`config.mk`:
```
export PLATFORM = sky130hd
export DESIGN_NAME = sdram_lp_ctrl
export DESIGN_NICKNAME = d
export VERILOG_FILES = /design/src/rtl/sdram_lp_pkg.sv /design/src/rtl/sdram_lp_idle_cnt.sv /design/src/rtl/sdram_lp_wake_tmr.sv /design/src/rtl/sdram_lp_fsm.sv /design/src/rtl/sdram_lp_ctrl.sv
export SDC_FILE = /design/constraint.sdc
export NUM_CORES = 1
export LEC_CHECK = 0
export ABC_AREA = 1
export BUFFER_PORTS_ARGS = -buffer_cell sky130_fd_sc_hd__buf_2
export CORE_MARGIN = 1
export CORE_UTILIZATION = 55
export DETAILED_ROUTE_END_ITERATION = 6
export GPL_ROUTABILITY_DRIVEN = 0
export GPL_TIMING_DRIVEN = 0
export PLACE_DENSITY = 0.78
export SLEW_MARGIN = 20
export SYNTH_ARGS = -nofsm -noshare
export SYNTH_HDL_FRONTEND = slang
export SYNTH_SLANG_ARGS = --single-unit
```
`constraint.sdc`:
```
create_clock -name clk_i -period 1.75 [get_ports clk_i]
set_clock_uncertainty 0.05 [all_clocks]
set_input_delay 0.175 -clock clk_i [delete_from_list [all_inputs] [get_ports clk_i]]
set_output_delay 0.175 -clock clk_i [all_outputs]
set_load 0.02 [all_outputs]
```
`src/rtl/sdram_lp_pkg.sv`:
```
package sdram_lp_pkg;

  typedef enum logic [1:0] {
    LP_NONE  = 2'd0,
    LP_SELF  = 2'd1,
    LP_PDOWN = 2'd2,
    LP_DEEP  = 2'd3
  } lp_mode_e;

  typedef enum logic [2:0] {
    ST_ACT,
    ST_SR,
    ST_PD,
    ST_PD_WAKE,
    ST_PD_REF,
    ST_DPD,
    ST_EXIT
  } lp_state_e;

  typedef struct packed {
    logic sr_enter;
    logic sr_exit;
    logic pd_enter;
    logic pd_exit;
    logic dpd_enter;
    logic init_req;
    logic ref_cmd;
  } lp_cmd_t;

endpackage

```
`src/rtl/sdram_lp_idle_cnt.sv`:
```
module sdram_lp_idle_cnt #(
  parameter int TMO_W = 8
) (
  input  logic             clk_i,
  input  logic             rst_ni,
  input  logic             acc_req_i,
  input  logic [TMO_W-1:0] tmo_i,
  output logic             hit_o
);

  localparam logic [TMO_W-1:0] CNT_MAX = {TMO_W{1'b1}};

  logic [TMO_W-1:0] cnt_q;

  always_ff @(posedge clk_i or negedge rst_ni) begin
    if (!rst_ni)            cnt_q <= '0;
    else if (acc_req_i)     cnt_q <= '0;
    else if (cnt_q != CNT_MAX) cnt_q <= cnt_q + 1'b1;
  end

  assign hit_o = !acc_req_i && (cnt_q >= tmo_i);

  AST_CNT_RESTART: assert property (@(posedge clk_i) disable iff (!rst_ni)
    acc_req_i |=> (cnt_q == '0));
  AST_CNT_NO_WRAP: assert property (@(posedge clk_i) disable iff (!rst_ni)
    (cnt_q == CNT_MAX) && !acc_req_i |=> (cnt_q == CNT_MAX));

endmodule

```
`src/rtl/sdram_lp_wake_tmr.sv`:
```
module sdram_lp_wake_tmr #(
  parameter int TMR_W = 4
) (
  input  logic             clk_i,
  input  logic             rst_ni,
  input  logic             load_i,
  input  logic [TMR_W-1:0] val_i,
  output logic             last_o
);

  logic [TMR_W-1:0] cnt_q;

  always_ff @(posedge clk_i or negedge rst_ni) begin
    if (!rst_ni)           cnt_q <= '0;
    else if (load_i)       cnt_q <= val_i;
    else if (cnt_q != '0)  cnt_q <= cnt_q - 1'b1;
  end

  assign last_o = (cnt_q == TMR_W'(1));

  AST_TMR_DEC: assert property (@(posedge clk_i) disable iff (!rst_ni)
    (cnt_q != '0) && !load_i |=> (cnt_q == $past(cnt_q) - 1'b1));

endmodule

```
`src/rtl/sdram_lp_fsm.sv`:
```
module sdram_lp_fsm
  import sdram_lp_pkg::*;
#(
  parameter int EXIT_CYC = 4,
  parameter int INIT_CYC = 8,
  parameter int TMR_W    = 4
) (
  input  logic             clk_i,
  input  logic             rst_ni,
  input  lp_mode_e         mode_i,
  input  logic             mobile_en_i,
  input  logic             acc_req_i,
  input  logic             ref_req_i,
  input  logic             tmo_hit_i,
  input  logic             tmr_last_i,
  output logic             tmr_load_o,
  output logic [TMR_W-1:0] tmr_val_o,
  output lp_cmd_t          cmd_o,
  output logic             acc_wait_o
);

  localparam logic [TMR_W-1:0] EXIT_V = TMR_W'(EXIT_CYC);
  localparam logic [TMR_W-1:0] INIT_V = TMR_W'(INIT_CYC);

  lp_state_e state_q, state_d;
  lp_cmd_t   cmd_q, cmd_d;
  logic      pend_q, pend_d;
  logic      ref_any;

  assign ref_any = ref_req_i | pend_q;

  always_comb begin
    state_d    = state_q;
    cmd_d      = '0;
    pend_d     = ref_any;
    tmr_load_o = 1'b0;
    tmr_val_o  = EXIT_V;
    unique case (state_q)
      ST_ACT: begin
        if (mode_i == LP_SELF && tmo_hit_i) begin
          state_d        = ST_SR;
          cmd_d.sr_enter = 1'b1;
          pend_d         = 1'b0;
        end else if (mode_i == LP_PDOWN && tmo_hit_i) begin
          state_d        = ST_PD;
          cmd_d.pd_enter = 1'b1;
        end else if (mode_i == LP_DEEP && mobile_en_i && !acc_req_i) begin
          state_d         = ST_DPD;
          cmd_d.dpd_enter = 1'b1;
          pend_d          = 1'b0;
        end else begin
          cmd_d.ref_cmd = ref_any;
          pend_d        = 1'b0;
        end
      end
      ST_SR: begin
        pend_d = 1'b0;  // device refreshes itself
        if (acc_req_i) begin
          state_d       = ST_EXIT;
          cmd_d.sr_exit = 1'b1;
          tmr_load_o    = 1'b1;
        end
      end
      ST_PD: begin
        if (ref_any) begin
          state_d       = ST_PD_WAKE;
          cmd_d.pd_exit = 1'b1;
          pend_d        = 1'b0;
        end else if (acc_req_i) begin
          state_d       = ST_EXIT;
          cmd_d.pd_exit = 1'b1;
          tmr_load_o    = 1'b1;
        end
      end
      ST_PD_WAKE: begin
        state_d       = ST_PD_REF;
        cmd_d.ref_cmd = 1'b1;
      end
      ST_PD_REF: begin
        if (acc_req_i) begin
          state_d = ST_ACT;  // already awake
        end else begin
          state_d        = ST_PD;
          cmd_d.pd_enter = 1'b1;
        end
      end
      ST_DPD: begin
        pend_d = 1'b0;  // contents are gone
        if (acc_req_i) begin
          state_d        = ST_EXIT;
          cmd_d.init_req = 1'b1;
          tmr_load_o     = 1'b1;
          tmr_val_o      = INIT_V;
        end
      end
      ST_EXIT: begin
        if (tmr_last_i) state_d = ST_ACT;
      end
      default: state_d = ST_ACT;
    endcase
  end

  always_ff @(posedge clk_i or negedge rst_ni) begin
    if (!rst_ni) begin
      state_q <= ST_ACT;
      cmd_q   <= '0;
      pend_q  <= 1'b0;
    end else begin
      state_q <= state_d;
      cmd_q   <= cmd_d;
      pend_q  <= pend_d;
    end
  end

  assign cmd_o      = cmd_q;
  assign acc_wait_o = acc_req_i && (state_q != ST_ACT);

  logic [6:0] cmd_vec;
  assign cmd_vec = cmd_q;

  AST_ONE_CMD: assert property (@(posedge clk_i) disable iff (!rst_ni)
    $onehot0(cmd_vec));
  AST_NO_REF_IN_SR: assert property (@(posedge clk_i) disable iff (!rst_ni)
    (state_q == ST_SR) |-> !cmd_q.ref_cmd);
  AST_PD_WAKE_REF: assert property (@(posedge clk_i) disable iff (!rst_ni)
    cmd_q.pd_exit && (state_q == ST_PD_WAKE) |=> cmd_q.ref_cmd);
  AST_DPD_NEEDS_MOBILE: assert property (@(posedge clk_i) disable iff (!rst_ni)
    cmd_q.dpd_enter |-> $past(mobile_en_i));
  AST_SR_DESELECTED: assert property (@(posedge clk_i) disable iff (!rst_ni)
    cmd_q.sr_enter |-> !$past(acc_req_i));
  AST_INIT_WAITS: assert property (@(posedge clk_i) disable iff (!rst_ni)
    cmd_q.init_req && acc_req_i |-> acc_wait_o);

endmodule

```
`src/rtl/sdram_lp_ctrl.sv`:
```
module sdram_lp_ctrl
  import sdram_lp_pkg::*;
#(
  parameter int TMO_W    = 8,
  parameter int EXIT_CYC = 4,
  parameter int INIT_CYC = 8
) (
  input  logic             clk_i,
  input  logic             rst_ni,
  input  logic [1:0]       lp_mode_i,
  input  logic             mobile_en_i,
  input  logic [TMO_W-1:0] idle_tmo_i,
  input  logic             acc_req_i,
  input  logic             ref_req_i,
  output logic             acc_wait_o,
  output logic             sr_enter_o,
  output logic             sr_exit_o,
  output logic             pd_enter_o,
  output logic             pd_exit_o,
  output logic             dpd_enter_o,
  output logic             init_req_o,
  output logic             ref_cmd_o
);

  localparam int MAX_CYC = (EXIT_CYC > INIT_CYC) ? EXIT_CYC : INIT_CYC;
  localparam int TMR_W   = $clog2(MAX_CYC + 1);

  logic             tmo_hit;
  logic             tmr_last;
  logic             tmr_load;
  logic [TMR_W-1:0] tmr_val;
  lp_cmd_t          cmd;

  sdram_lp_idle_cnt #(.TMO_W(TMO_W)) u_idle (
    .clk_i     (clk_i),
    .rst_ni    (rst_ni),
    .acc_req_i (acc_req_i),
    .tmo_i     (idle_tmo_i),
    .hit_o     (tmo_hit)
  );

  sdram_lp_wake_tmr #(.TMR_W(TMR_W)) u_tmr (
    .clk_i  (clk_i),
    .rst_ni (rst_ni),
    .load_i (tmr_load),
    .val_i  (tmr_val),
    .last_o (tmr_last)
  );

  sdram_lp_fsm #(
    .EXIT_CYC (EXIT_CYC),
    .INIT_CYC (INIT_CYC),
    .TMR_W    (TMR_W)
  ) u_fsm (
    .clk_i       (clk_i),
    .rst_ni      (rst_ni),
    .mode_i      (lp_mode_e'(lp_mode_i)),
    .mobile_en_i (mobile_en_i),
    .acc_req_i   (acc_req_i),
    .ref_req_i   (ref_req_i),
    .tmo_hit_i   (tmo_hit),
    .tmr_last_i  (tmr_last),
    .tmr_load_o  (tmr_load),
    .tmr_val_o   (tmr_val),
    .cmd_o       (cmd),
    .acc_wait_o  (acc_wait_o)
  );

  assign sr_enter_o  = cmd.sr_enter;
  assign sr_exit_o   = cmd.sr_exit;
  assign pd_enter_o  = cmd.pd_enter;
  assign pd_exit_o   = cmd.pd_exit;
  assign dpd_enter_o = cmd.dpd_enter;
  assign init_req_o  = cmd.init_req;
  assign ref_cmd_o   = cmd.ref_cmd;

endmodule

```
# Yosys cells after proc, flatten, opt, wreduce, memory -nomap -nowiden
# Index checks and enable logic that the tools add are counted.
totals:
  ram_bits: 0
  latchBits: 0
  wordCells: 81
  memories: 0
  output_inout_bits: 8
  in_bits: 15
  reg_bits: 23
  mem_bits_ro: 0
op_classes:
  addsub: 2
  bitwise: 1
  div: 0
  shifts: 0
  magnitude_cmp: 1
  reduce_logical: 15
  muxes: 38
  eq_ne: 13
  mul: 0
op_table:
  columns: ["operator", "count"]
  rows:
  - ["$mux 1", 20]
  - ["$mux 3", 6]
  - ["$pmux 3 s6", 1]
  - ["$mux 4", 4]
  - ["$mux 8", 2]
  - ["$eq 3x3->1 const B", 3]
  - ["$add 8x1->8 const B", 1]
  - ["$ge 8x8->1", 1]
  - ["$ne 8x8->1 const B", 1]
  - ["$pmux 1 s2", 4]
  - ["$eq 3x2->1 const B", 2]
  - ["$logic_and 1x1->1", 6]
  - ["$eq 2x2->1 const B", 2]
  - ["$eq 4x1->1 const B", 1]
  - ["$ne 4x1->1 const B", 1]
  - ["$reduce_bool 2->1", 2]
  - ["$reduce_bool 4->1", 1]
  - ["$sub 4x1->4 const B", 1]
  - ["$eq 3x1->1 const B", 1]
  - ["$logic_not 3->1", 1]
  - ["$reduce_bool 3->1", 1]
  - ["$reduce_or 3->1", 1]
  - ["$eq 2x1->1 const B", 1]
  - ["$mux 2", 1]
  - ["other kinds (5)", 5]

# Depth between registers and ports, before layout
depth:
  ltp_word: 7
  mapped_depth: 14
  depth_no_buf: 14

# Modules after synthesis
# A second synthesis with hierarchy kept.
hier_totals:
  cells_unflattened: 199
  hier_area_um2: 1520.2
modules_own_cells:
  columns: ["module", "cells_per_inst", "area_per_inst_um2", "seq_area_each_um2", "n_inst"]
  rows:
  - ["sdram_lp_idle_cnt", 85, 638.1, 200.2, 1]
  - ["sdram_lp_fsm", 77, 590.6, 275.3, 1]
  - ["sdram_lp_wake_tmr", 37, 291.5, 100.1, 1]

# Worst setup path before layout
# Ideal clock, no wire load.
synth_timing:
  path_kind: "register to register"
  from: "reg u_idle.cnt_q[7]"
  to: "reg u_fsm.state_q[1]"
  arrival_ns: 1.328
  path_buffers: 0
  required_time_ns: 1.568
  stages_incl_launch_ff: 9
  slack_ns: 0.240
  period_less_slack_ns: 1.510
  setup_time_ns: 0.132
  cell_sequence: "dfrtp_1 ha_1 a21o_1 nor2_1 nand3_2 nand3_1 nand2_1 inv_1 nand4_1"
synth_via:
  elab_chain_len: 6
  word_cells_on_any_way: 9
  classes_between: "order compare: 1; eq/ne: 1; mux: 3; reduce/logical: 4"
synth_lines:
  columns: ["item", "line_no", "rtl"]
  rows:
  - ["from (decl)", "sdram_lp_idle_cnt.sv:13", "logic [TMO_W-1:0] cnt_q;"]
  - ["from (signal assigned)", "sdram_lp_idle_cnt.sv:18", "else if (cnt_q != CNT_MAX) cnt_q <= cnt_q + 1'b1;"]
  - ["$ge 8x8->1 (*)", "sdram_lp_idle_cnt.sv:21", "assign hit_o = !acc_req_i && (cnt_q >= tmo_i);"]
  - ["$logic_and 1x1->1 (*)", "sdram_lp_idle_cnt.sv:21", null]
  - ["$logic_and 1x1->1", "sdram_lp_fsm.sv:44", "end else if (mode_i == LP_PDOWN && tmo_hit_i) begin"]
  - ["$mux 3", "sdram_lp_fsm.sv:44", null]
  - ["$mux 3", "sdram_lp_fsm.sv:40", "if (mode_i == LP_SELF && tmo_hit_i) begin"]
  - ["$pmux 3 s6", "sdram_lp_fsm.sv:38", "unique case (state_q)"]
  - ["to (signal assigned)", "sdram_lp_fsm.sv:109", "state_q <= state_d;"]
  - ["to (decl)", "sdram_lp_fsm.sv:25", "lp_state_e state_q, state_d;"]
# Every way passes the cells marked *; elsewhere a longest branch is shown, timed or not.
# A chain may end at the register's enable or synchronous reset.

# Final worst setup path
layout_timing:
  from: "reg u_idle.cnt_q[7]"
  to: "reg u_fsm.state_q[0]"
# Same word-level chain as after synthesis.

==> results by group <==
Critical path
  • Critical path class: reg2reg
  • CP peak stage delay: roughly 0.44 ns
  • CP arrival: roughly 1.9 ns
  • Reg2Reg Capture Point: u_fsm.state_q[0]
  • Crit path cell chain: ha_4 -> nand2_1 -> nor2_2 -> nand4_1 -> nand3_2 -> o21ai_2 -> a21oi_2 -> inv_1 -> nor2_1
  • R2r worst-path depth: 9
  • Worst path slowest cell: dfrtp_1
  • Startpoint types: register
  • CP Capture Type: register
  • R2R Setup Slk: 0.08 ns
  • CP startpoint: u_idle.cnt_q[7]
  • Crit path max fanout: 4
  • Reg2reg start: u_idle.cnt_q[7]
  • CP required: 1.97 ns

Cells and area
  • Final Cell Area: 0.00172 mm2
  • Flip-flop and latch area: 577 um2
  • Final nets: 236
  • Fill cell count: 198
  • Area growth syn-to-layout: 21.0%
  • Share of cells above drive strength 1: 30.8%
  • Final Non-Filler Cells: 238
  • Ant diodes: 0
  • Area of the multi-input gates: ~800 um2

Routing
  • Drt first-iter violations: 27
  • Drt drc: 0
  • Drt first pass iters: 4
  • Post-DRT Antenna Nets: 0
  • Via count: 1,238
  • Overall routed net length: 3180 um
  • Number of vias per cell: between 5 and 6
  • Routed wire per std cell: between 10 and 15 um

Clock tree
  • Clock tree root buffer cell: clkbuf_4
  • Cts bufs inserted: 3
  • CTS sink cnt: 23
  • Clk Latency, worst-skew pair: roughly 0.32 ns
  • Clk buf depth: 2
  • Reg clk slew, reported paths: 0.13 ns
  • Htree depth: 1
  • CTS tree: done

Synth
  • Synth cell types: 32
  • Synthesized cell area: ~0.0014 mm2
  • Post-synth top flop: dfrtp_1
  • Yosys reg bits: 23
  • Seq/Total Area, Yosys: about 40%
  • Area leader, netlist: dfrtp_1
  • Syn_nets: between 200 and 250
  • Syn avg cell area: ~8.2 um2
  • Count leader, synth: nand2_1
  • Asr flop ratio synth: 100%
  • Ys Warns: 0
  • EDFF count, synth: 0
  • Yosys top cell area share: 40.4%
  • Synth Instances: around 170
  • Most frequent cells after synthesis: nand2_1, inv_1, dfrtp_1
  • Dominant cells by area after synthesis: dfrtp_1, ha_1, nand2_1

Place
  • Placed cell count: around 230
  • Port bufs: 22
  • DP Area: about 0.0016 mm2
  • HPWL Detailed: ~2200 um

Worst hold path
  • Min-Delay Startpoint: mobile_en_i
  • Class of the worst hold path: in2reg
  • Hold path cells: 3
  • Hold Crit Endpoint: u_fsm.cmd_o[2]

STA
  • Fin crit period: around 1.7 ns
  • Slew Limit Fails: 0
  • Fmax: 600 MHz
  • RSZ-0062 raised after global routing: true
  • Final setup viols: 0
  • Slew Limit Headroom: between 60% and 70%
  • Worst Tran Pin Value: a little over 0.5 ns
  • Fin crit share: 95.3%
  • Hold Fails Final Rpt: 0

Pwr
  • Combinational power share: between 40 and 50%
  • NetSw: 832 uW
  • Reg power frac: approximately two fifths
  • Peak supply drop: approximately 0.0011 V
  • P per Cell Area: between 1000 and 1500 mW/mm2
  • Pleak: around 0.9 nW
  • Internal cell power: roughly 1.1 mW
  • Net Sw Frac: a little over two fifths
  • Clk pwr share: about 14%

Floorplan
  • FP Rows: 18
  • Total core area: ~0.0025 mm2
  • Starting Density: between 50% and 60%
  • Die width: around 53 um
  • Die area: between 0.002 and 0.003 mm2
  • Vert. Die Dim: between 50 and 60 um
  • # IOs: 23

Global routing
  • Number of global-route vias before repair: roughly 1,200
  • GRT Overall Usage: approximately 24%
  • Initial antenna violation count: 0
  • Largest net degree at the start of global routing: 24
  • GRT overflow: 0
  • First-pass GRT wire length: approximately 5000 um

Job
  • Max-cap viol count: 0

Run status
  • Status: finished, final reports clean
cells by family (layout without fill, tap and decap cells):
kind of cell / Yosys count / after routing / synth area share [%]
compound gates: 28 / 28 / 12.4
buf+inv: 33 / 67 / 9.05
simple gates: 76 / 76 / 26.4
flops: 23 / 23 / 40.4
xor+xnor: 2 / 2 / 1.23
fa+ha+maj: 12 / 12 / 10.5
worst max-delay path by stage:
stage	endpoint	slack (ns)	cells past startpoint
3_3_place_gp	u_fsm.state_q[1]	0.07	8
4_1_cts	u_fsm.state_q[1]	0.05	9
2_1_floorplan	u_fsm.state_q[1]	0.24	8
3_5_place_dp	u_fsm.state_q[1]	-0.004	8
5_1_grt	u_fsm.state_q[0]	-0.05	9
6_report	u_fsm.state_q[0]	0.08	9
layout by cell type (no fill, tap or decap):
cell / netlist / final
nor2_4: 2 / 2
nand4_1: 3 / 3
a21o_1: 1 / 1
inv_2: 6 / 6
o31ai_2: 1 / 1
dfrtp_2: 0 / 1
nand3_1: 10 / 9
nor2_2: 2 / 3
nand2_2: 2 / 3
xnor2_1: 1 / 1
clkbuf_4: 0 / 3
o31ai_1: 1 / 1
xor2_1: 1 / 1
inv_1: 25 / 25
o21ai_1: 2 / 2
o21ai_0: 7 / 7
o21ai_2: 1 / 1
a21oi_2: 1 / 1
a31oi_1: 3 / 3
o211a_1: 1 / 1
nor3_4: 1 / 1
buf_4: 1 / 8
nor3_2: 1 / 1
clkinv_2: 0 / 1
nor2_1: 19 / 18
a21oi_1: 9 / 9
nand2_1: 29 / 28
a211oi_2: 1 / 1
nor3_1: 3 / 3
dfrtp_1: 23 / 22
buf_2: 1 / 23
nand2_4: 1 / 1
ha_4: 0 / 4
nand3_2: 2 / 3
nor4_1: 1 / 1
dlygate4sd3_1: 0 / 1
ha_1: 12 / 8
area by class of cell:
| type | count | area share, % |
|---|---|---|
| multi-input combinational | 118 | 45.2 |
| clock inverter | 1 | 0.290 |
| buffer | 2 | 0.726 |
| clock buffer | 3 | 1.31 |
| inverter | 31 | 6.75 |
| sequential | 23 | 33.5 |
| timing repair buffer | 30 | 10.0 |
| tap | 30 | 2.18 |
stage by stage:
step	power [mW]	util (%)	hold WS [ns]	worst slack, ns	setup TNS, ns
floorplan	1.47	-	-0.171	0.240	0
global placement	1.62	64.0	0.124	0.0721	0
detailed placement	1.67	64.0	0.126	-0.00365	-0.00365
CTS	1.93	65.9	0.0583	0.0521	0
global route	2.09	70.2	0.0820	-0.0485	-0.0485
finish	1.94	70.2	0.0535	0.0820	0
registers in the layout (all words and copies together), names as in the netlist:
name           cells
u_fsm.cmd_o        7
u_fsm.pend_q       1
u_fsm.state_q      3
u_idle.cnt_q       8
u_tmr.cnt_q        4
metal layers:
metal	track usage [%]	wire, um	share of wire, %	up-vias
li1	-	-	-	632
met1	28.7	1310	41	577
met2	43.5	1690	53	23
met3	4.02	105	3.3	6
met4	10.1	66	2.1	0
met5	0	0	0	-
power by group through the flow:
stage | sequential, mW | combinational, mW | clock [mW]
after detailed placement | 0.777 | 0.896 | 0
final | 0.769 | 0.913 | 0.261
after floorplan | 0.801 | 0.666 | 0
after CTS | 0.767 | 0.899 | 0.260
after global routing | 0.785 | 1.02 | 0.278
after global placement | 0.772 | 0.849 | 0
what timing repair did:
action | in CTS | in global routing
setup buffers | 1 | 6
endpoints found under the hold margin | 23 | 0
hold buffers | 1 | 0
pin swaps | 0 | 2
gates resized for setup | 0 | 8
setup endpoints to repair | 1 | 4
worst max-delay path: cells and delay by family (launching register included):
| family | cells | cell delay, ns |
|---|---|---|
| AO/OA/AOI/OAI | 2 | 0.24 |
| adder cells (fa/ha/maj) | 1 | 0.29 |
| buffers and inverters | 1 | 0.05 |
| flip-flops | 1 | 0.44 |
| AND/OR/NAND/NOR | 5 | 0.54 |
Power figures use the tool's default switching activity.
